[src/rtl/cmp_irq_pkg.sv]
package cmp_irq_pkg;
  localparam int unsigned REG_W     = 8;
  localparam int unsigned MODE_W    = 2;
  localparam int unsigned MODE_LSB  = 0;
  localparam int unsigned RSVD_BIT  = 2;
  localparam int unsigned EN_BIT    = 3;
  localparam int unsigned FLAG_BIT  = 4;
  localparam int unsigned LVL_BIT   = 5;

  typedef enum logic [MODE_W-1:0] {
    MODE_ANY  = 2'b00,
    MODE_RSVD = 2'b01,
    MODE_FALL = 2'b10,
    MODE_RISE = 2'b11
  } edge_mode_e;
endpackage

[src/rtl/cmp_sync.sv]
module cmp_sync #(
  parameter int unsigned STAGES = 2
) (
  input  logic clk_i,
  input  logic rst_ni,
  input  logic d_i,
  output logic q_o
);
  logic [STAGES-1:0] stg_q;

  generate
    for (genvar i = 0; i < STAGES; i++) begin : g_stg
      if (i == 0) begin : g_first
        always_ff @(posedge clk_i or negedge rst_ni) begin
          if (!rst_ni) stg_q[0] <= 1'b0;
          else         stg_q[0] <= d_i;
        end
      end else begin : g_next
        always_ff @(posedge clk_i or negedge rst_ni) begin
          if (!rst_ni) stg_q[i] <= 1'b0;
          else         stg_q[i] <= stg_q[i-1];
        end
      end
    end
  endgenerate

  assign q_o = stg_q[STAGES-1];
endmodule

[src/rtl/cmp_edge_det.sv]
module cmp_edge_det
  import cmp_irq_pkg::*;
(
  input  logic       clk_i,
  input  logic       rst_ni,
  input  logic       lvl_i,
  input  edge_mode_e mode_i,
  output logic       event_o
);
  logic prev_q;
  logic rise, fall;

  always_ff @(posedge clk_i or negedge rst_ni) begin
    if (!rst_ni) prev_q <= 1'b0;
    else         prev_q <= lvl_i;
  end

  assign rise = lvl_i & ~prev_q;
  assign fall = ~lvl_i & prev_q;

  always_comb begin
    unique case (mode_i)
      MODE_ANY:  event_o = rise | fall;
      MODE_FALL: event_o = fall;
      MODE_RISE: event_o = rise;
      default:   event_o = 1'b0; // reserved code
    endcase
  end
endmodule

[src/rtl/cmp_ctrl_reg.sv]
module cmp_ctrl_reg
  import cmp_irq_pkg::*;
(
  input  logic             clk_i,
  input  logic             rst_ni,
  input  logic             we_i,
  input  logic [REG_W-1:0] wdata_i,
  input  logic             event_i,
  input  logic             ack_i,
  output logic             flag_o,
  output logic             en_o,
  output edge_mode_e       mode_o,
  output logic             hazard_o
);
  logic       flag_q, en_q;
  edge_mode_e mode_q;
  logic       clr;

  assign clr = ack_i | (we_i & wdata_i[FLAG_BIT]);

  always_ff @(posedge clk_i or negedge rst_ni) begin
    if (!rst_ni) begin
      flag_q <= 1'b0;
      en_q   <= 1'b0;
      mode_q <= MODE_ANY;
    end else begin
      // set has priority over any clear
      if (event_i)  flag_q <= 1'b1;
      else if (clr) flag_q <= 1'b0;
      if (we_i) begin
        en_q   <= wdata_i[EN_BIT];
        mode_q <= edge_mode_e'(wdata_i[MODE_LSB +: MODE_W]);
      end
    end
  end

  assign hazard_o = we_i & en_q & (wdata_i[MODE_LSB +: MODE_W] != mode_q);
  assign flag_o   = flag_q;
  assign en_o     = en_q;
  assign mode_o   = mode_q;
endmodule

[src/rtl/cmp_irq_sel.sv]
module cmp_irq_sel
  import cmp_irq_pkg::*;
#(
  parameter int unsigned SYNC_STAGES = 2
) (
  input  logic             clk_i,
  input  logic             rst_ni,
  input  logic             cmp_raw_i,
  input  logic             gie_i,
  input  logic             irq_ack_i,
  input  logic             reg_we_i,
  input  logic [REG_W-1:0] reg_wdata_i,
  output logic [REG_W-1:0] reg_rdata_o,
  output logic             irq_o,
  output logic             mode_hazard_o
);
  logic       lvl_s, evt, flag, en;
  edge_mode_e mode;

  cmp_sync #(.STAGES(SYNC_STAGES)) u_sync (
    .clk_i (clk_i),
    .rst_ni(rst_ni),
    .d_i   (cmp_raw_i),
    .q_o   (lvl_s)
  );

  cmp_edge_det u_edge (
    .clk_i  (clk_i),
    .rst_ni (rst_ni),
    .lvl_i  (lvl_s),
    .mode_i (mode),
    .event_o(evt)
  );

  cmp_ctrl_reg u_reg (
    .clk_i   (clk_i),
    .rst_ni  (rst_ni),
    .we_i    (reg_we_i),
    .wdata_i (reg_wdata_i),
    .event_i (evt),
    .ack_i   (irq_ack_i),
    .flag_o  (flag),
    .en_o    (en),
    .mode_o  (mode),
    .hazard_o(mode_hazard_o)
  );

  always_comb begin
    reg_rdata_o                       = '0;
    reg_rdata_o[LVL_BIT]              = lvl_s;
    reg_rdata_o[FLAG_BIT]             = flag;
    reg_rdata_o[EN_BIT]               = en;
    reg_rdata_o[MODE_LSB +: MODE_W]   = mode;
  end

  assign irq_o = flag & en & gie_i;
endmodule

[config.mk]
export PLATFORM = sky130hd
export DESIGN_NAME = cmp_irq_sel
export DESIGN_NICKNAME = d
export VERILOG_FILES = /design/src/rtl/cmp_irq_pkg.sv /design/src/rtl/cmp_sync.sv /design/src/rtl/cmp_edge_det.sv /design/src/rtl/cmp_ctrl_reg.sv /design/src/rtl/cmp_irq_sel.sv
export SDC_FILE = /design/constraint.sdc
export NUM_CORES = 1
export LEC_CHECK = 0
export BUFFER_PORTS_ARGS = -buffer_cell sky130_fd_sc_hd__buf_4
export CORE_AREA = 8 8 45 47
export DETAILED_ROUTE_END_ITERATION = 6
export DIE_AREA = 0 0 53 55
export PLACE_DENSITY = 0.61
export SYNTH_ARGS = -nofsm -noshare
export SYNTH_HDL_FRONTEND = slang
export SYNTH_HIERARCHICAL = 1
export SYNTH_SLANG_ARGS = --single-unit
[constraint.sdc]
create_clock -name clk_i -period 1.71 [get_ports clk_i]
set_input_delay 0.342 -clock clk_i [delete_from_list [all_inputs] [get_ports clk_i]]
set_output_delay 0.342 -clock clk_i [all_outputs]
set_load 0.02 [all_outputs]
# [Word-level counts from Yosys, hierarchy flattened]
# Cells that the tools add are included.
# W data, S select, Z words.
[totals] reg_bits=7 latch_bits=0 ramBits=0 romBits=0 inputBits=14 wordCells=25 memories=0
[op_classes] n_addsub=0 mul=0 div=0 magnitude_cmp=0 eq_ne=3 shift=0 n_mux=3 bitwise_logic=11 n_reduce_logical=2
[op_table] operator="$and A1 B1 Y1" count=7
[op_table] operator="$eq A2 B2 Y1 const B" count=2
[op_table] operator="$pmux W1 S3" count=1
[op_table] operator="$logic_not A2 Y1" count=1
[op_table] operator="$mux W1" count=2
[op_table] operator="$ne A2 B2 Y1" count=1
[op_table] operator="$not A1 Y1" count=2
[op_table] operator="$or A1 B1 Y1" count=2
[op_table] operator="$reduce_bool A2 Y1" count=1

# [Logic depth before layout (Yosys ltp)]
[logic_depth] word_depth=5 depth_mapped=5 mapped_depth_nobuf=5

# [By module]
# Netlist, hierarchy kept.
[modules_own_cells] module="cmp_ctrl_reg" instances=1 cells_each=14 area_each_um2=176.4 seq_area_each_um2=100.1
[modules_own_cells] module="cmp_edge_det" instances=1 cells_each=9 area_each_um2=95.1 seq_area_each_um2=25.0
[modules_own_cells] module="cmp_irq_sel" instances=1 cells_each=8 area_each_um2=55.1 seq_area_each_um2=0.0
[modules_own_cells] module="cmp_sync" instances=1 cells_each=2 area_each_um2=50.0 seq_area_each_um2=50.0

# [Least setup slack after synthesis]
# OpenSTA, ideal clock, no wires.
[synth_path] path_type="register to output" from="register u_reg.mode_q[0] (netlist: u_reg/mode_o[0])" to="output mode_hazard_o" arrival_ns=1.020 required_time_ns=1.368 setup_slack_ns=0.348 stages_incl_launch_ff=3 path_buffers=0 path_cell_list="dfrtp_1 > xnor2_1 > a21oi_1"
[synth_via] elab_chain_len=2
[synth_lines] element="start, declared" line_no="cmp_ctrl_reg.sv:16" text="edge_mode_e mode_q;"
[synth_lines] element="start signal, assigned" line_no="cmp_ctrl_reg.sv:32" text="mode_q <= edge_mode_e'(wdata_i[MODE_LSB +: MODE_W]);"
[synth_lines] element="$ne A2 B2 Y1" line_no="cmp_ctrl_reg.sv:37" text="assign hazard_o = we_i & en_q & (wdata_i[MODE_LSB +: MODE_W] != mode_q);"
[synth_lines] element="$and A1 B1 Y1" line_no="cmp_ctrl_reg.sv:37"
[synth_lines] element="end, declared" line_no="cmp_irq_sel.sv:15" text="output logic mode_hazard_o"
# Every way passes these cells.

# [Final worst setup path]
# Same ends and word-level chain as after synthesis.

==> report_table.html <==
<table>
<tr><th>Metric</th><th>Value</th></tr>
<tr><th colspan="2">Clock network</th></tr>
<tr><td>TritonCTS clock tree</td><td>done</td></tr>
<tr><td>Root buffer selected by CTS</td><td>sky130_fd_sc_hd__clkbuf_4</td></tr>
<tr><td>Clock Latency Late Sink</td><td>0.25 ns</td></tr>
<tr><td>Number of buffers created by CTS</td><td>3</td></tr>
<tr><td>H-tree depth reported by CTS</td><td>1</td></tr>
<tr><td>CTS sink count</td><td>7</td></tr>
<tr><td>Clk slew on worst S/H paths</td><td>0.05 ns</td></tr>
<tr><td>Buffer depth of the longest clock path</td><td>2</td></tr>
<tr><th colspan="2">Logic synthesis</th></tr>
<tr><td>Avg Synthesized Cell Area</td><td>11.4 um2</td></tr>
<tr><td>Ys Warns</td><td>6</td></tr>
<tr><td>Number of distinct library cells after synthesis</td><td>15</td></tr>
<tr><td>Sequential share of the synthesized area</td><td>46.5%</td></tr>
<tr><td>Area of the mapped netlist</td><td>377 um2</td></tr>
<tr><td>Post-Synthesis Cells</td><td>33</td></tr>
<tr><td>FF+latch count, synth</td><td>7</td></tr>
<tr><th colspan="2">Final layout</th></tr>
<tr><td>Inserted Diodes</td><td>0</td></tr>
<tr><td>Leading cell type in the layout, fill and taps excluded</td><td>sky130_fd_sc_hd__buf_4</td></tr>
<tr><td>Commonest non-fill, non-tap cells in the layout</td><td>16 x sky130_fd_sc_hd__buf_4, 7 x sky130_fd_sc_hd__dfrtp_1</td></tr>
<tr><td>Net count, final</td><td>67</td></tr>
<tr><td>Fraction of layout instances using a drive strength above 1</td><td>48.0%</td></tr>
<tr><td>Layout-stage area growth over the synthesis result</td><td>36.9%</td></tr>
<tr><td>Layout fillers</td><td>150</td></tr>
<tr><th colspan="2">Global routing</th></tr>
<tr><td>Wire length of the first global-routing pass</td><td>1.20 mm</td></tr>
<tr><td>Total global routing overflow</td><td>0</td></tr>
<tr><td>Global-route usage over all layers</td><td>6.27%</td></tr>
<tr><td>Number of global-route vias before repair</td><td>286</td></tr>
<tr><td>Initial antenna violation count</td><td>0</td></tr>
<tr><td>Pin count of the biggest net entering global routing</td><td>8</td></tr>
<tr><th colspan="2">STA</th></tr>
<tr><td>Setup repair after global routing missed its margin</td><td>false</td></tr>
<tr><td>Final hold violation count</td><td>0</td></tr>
<tr><td>Maximum clock rate</td><td>0.669 GHz</td></tr>
<tr><td>Post-layout minimum cycle time</td><td>1.49 ns</td></tr>
<tr><td>Period Utilization, post-route</td><td>87.4%</td></tr>
<tr><td>Final sum of negative setup slack</td><td>0 ns</td></tr>
<tr><td>Number of slew-limit violations in the final report</td><td>0</td></tr>
<tr><td>Setup clock skew after layout</td><td>0.00619 ns</td></tr>
<tr><td>Count of endpoints failing setup in the final report</td><td>0</td></tr>
<tr><th colspan="2">Power</th></tr>
<tr><td>Power Total</td><td>0.460 mW</td></tr>
<tr><td>Peak supply drop</td><td>0.293 mV</td></tr>
<tr><td>Leakage power</td><td>0.266 nW</td></tr>
<tr><td>Power density normalized to cell area</td><td>893 mW/mm2</td></tr>
<tr><th colspan="2">Worst hold path</th></tr>
<tr><td>Instance count along the most critical hold path</td><td>1</td></tr>
<tr><td>Worst min-delay path category</td><td>in -&gt; reg</td></tr>
<tr><th colspan="2">Route</th></tr>
<tr><td>Residual antenna-violating net count after detailed routing</td><td>0</td></tr>
<tr><td>Iteration-0 DRC count of the detailed router</td><td>0</td></tr>
<tr><td>Mean number of vias per cell</td><td>4.20</td></tr>
<tr><td>Drt first pass iters</td><td>1</td></tr>
<tr><td>Wirelength per Cell</td><td>11.8 um</td></tr>
<tr><td>Number of remaining DRC errors</td><td>0</td></tr>
<tr><td>Sum of routed wire length over all layers</td><td>778 um</td></tr>
<tr><td>Total number of vias</td><td>277</td></tr>
<tr><th colspan="2">Floorplan</th></tr>
<tr><td>Horizontal die dimension</td><td>53 um</td></tr>
<tr><td>Initial Utilization</td><td>27.2%</td></tr>
<tr><td>Total core area</td><td>0.00138 mm2</td></tr>
<tr><td>I/O pins</td><td>24</td></tr>
<tr><td>Number of rows in the core area</td><td>14</td></tr>
<tr><td>Height of the chip</td><td>55 um</td></tr>
<tr><td>Total Die Area</td><td>0.00292 mm2</td></tr>
<tr><th colspan="2">Critical path</th></tr>
<tr><td>Critical path peak fanout</td><td>5</td></tr>
<tr><td>Worst R2R Path Depth</td><td>5</td></tr>
<tr><td>Signal arrival time at the worst endpoint</td><td>1.15 ns</td></tr>
<tr><td>Worst EP required</td><td>1.37 ns</td></tr>
<tr><td>Crit. End Element</td><td>primary output</td></tr>
<tr><td>Crit Path Class</td><td>reg -&gt; out</td></tr>
<tr><td>CP Launch Type</td><td>flop</td></tr>
<tr><th colspan="2">Placed design</th></tr>
<tr><td>Half-perimeter wire length after detailed placement</td><td>643 um</td></tr>
<tr><td>Routability cong.</td><td>0.628</td></tr>
<tr><td>Port Buffer Count</td><td>16</td></tr>
<tr><th colspan="2">Run status</th></tr>
<tr><td>Result of the run</td><td>finished, final reports clean</td></tr>
<tr><th colspan="2">Run</th></tr>
<tr><td>Max-cap check violation count</td><td>0</td></tr>
</table>
## through the flow
| step | worst slack (ns) | instances | hold slack (ns) | util [%] | cell area, um2 |
|---|---|---|---|---|---|
| after CTS | 0.194 | 66 | 0.190 | 37.3 | 515 |
| after detailed placement | 0.472 | 61 | 0.160 | 34.6 | 479 |
| after global routing | 0.148 | 66 | 0.182 | 37.3 | 515 |
| final | 0.215 | 66 | 0.202 | 37.3 | 515 |
| after floorplan | 0.348 | 35 | 0.0464 | - | 384 |
| after global placement | 0.485 | 61 | 0.158 | 34.6 | 479 |
## per-layer routing
metal	wire, um	part of all wire [%]	track usage [%]	vias up
li1	-	-	-	133
met5	0	0	0	-
met2	396	51	9.38	12
met3	67	8.6	1.87	4
met1	275	35	5.41	128
met4	39	5.0	10.3	0
## flip-flops by register name, indices dropped and copies added, names as in the netlist
| register | cells |
|---|---|
| u_reg/en_o | 1 |
| u_reg/mode_o | 2 |
| u_reg/flag_o | 1 |
| u_edge/prev_q | 1 |
| u_sync/q_o | 1 |
| u_sync/stg_q | 1 |
## kinds of logic (layout without fill, tap and decap cells)
family | count (synthesis) | count (layout) | share of synthesized area (%)
buffers and inverters | 9 | 24 | 14.9
DFF | 7 | 7 | 46.5
and+or+nand+nor | 6 | 6 | 10.3
AOI/OAI and AO/OA | 3 | 3 | 6.98
muxes | 3 | 3 | 8.97
adders and majority gates | 2 | 2 | 6.64
xor gates and xnor gates | 2 | 2 | 4.65
other | 1 | 3 | 0.996
## critical path, cell delays in order, from the launching register on
cell                      delay [ns]
sky130_fd_sc_hd__dfrtp_1        0.44
sky130_fd_sc_hd__xnor2_1        0.15
sky130_fd_sc_hd__a21oi_1        0.15
sky130_fd_sc_hd__buf_4          0.16
## Yosys cell counts, drive strengths merged
cell   count  area, um2
dfrtp      7        175
buf        6       45.0
inv        3       11.3
mux2       3       33.8
ha         2       25.0
nand2      2       7.51
nor2b      2       20.0
xnor2      2       17.5
a21oi      1       5.00
a31o       1       8.76
and3       1       6.26
conb       1       3.75
nand3      1       5.00
o31ai      1       12.5
## timing repair
| item | CTS | global route |
|---|---|---|
| endpoints found under the setup margin | 0 | 0 |
| gates resized for setup | 0 | 0 |
| buffers inserted | 0 | 0 |
| hold buffers | 1 | 0 |
| hold endpoints to repair | 7 | 0 |
## final timing paths
check | slack (ns) | start | end
hold reg to reg | 0.34 | u_sync/stg_q[0] | u_sync/q_o
max in group asynchronous | 1.14 | rst_ni | u_sync/q_o
setup / recovery | 0.22 | u_reg/mode_o[0] | mode_hazard_o
setup reg to reg | 0.50 | u_sync/q_o | u_reg/flag_o
hold / removal | 0.20 | cmp_raw_i | u_sync/stg_q[0]
min in group asynchronous | 0.44 | rst_ni | u_reg/mode_o[1]
## final cells by class
type,instances,area [um2],share of cell area [%]
Multi-Input combinational cell,19,153,29.6
Timing Repair Buffer,17,130,25.2
Tap cell,16,20.0,3.88
Inverter,3,11.3,2.18
Clock buffer,4,26.3,5.10
Sequential cell,7,175,34.0
## report_power, final
part / internal [mW] / total, mW / switching (mW)
registers: 0.181 / 0.197 / 0.0155
clock network: 0.0890 / 0.150 / 0.0605
logic: 0.0599 / 0.114 / 0.0541
Note: power is estimated with default switching activity, not from simulation.
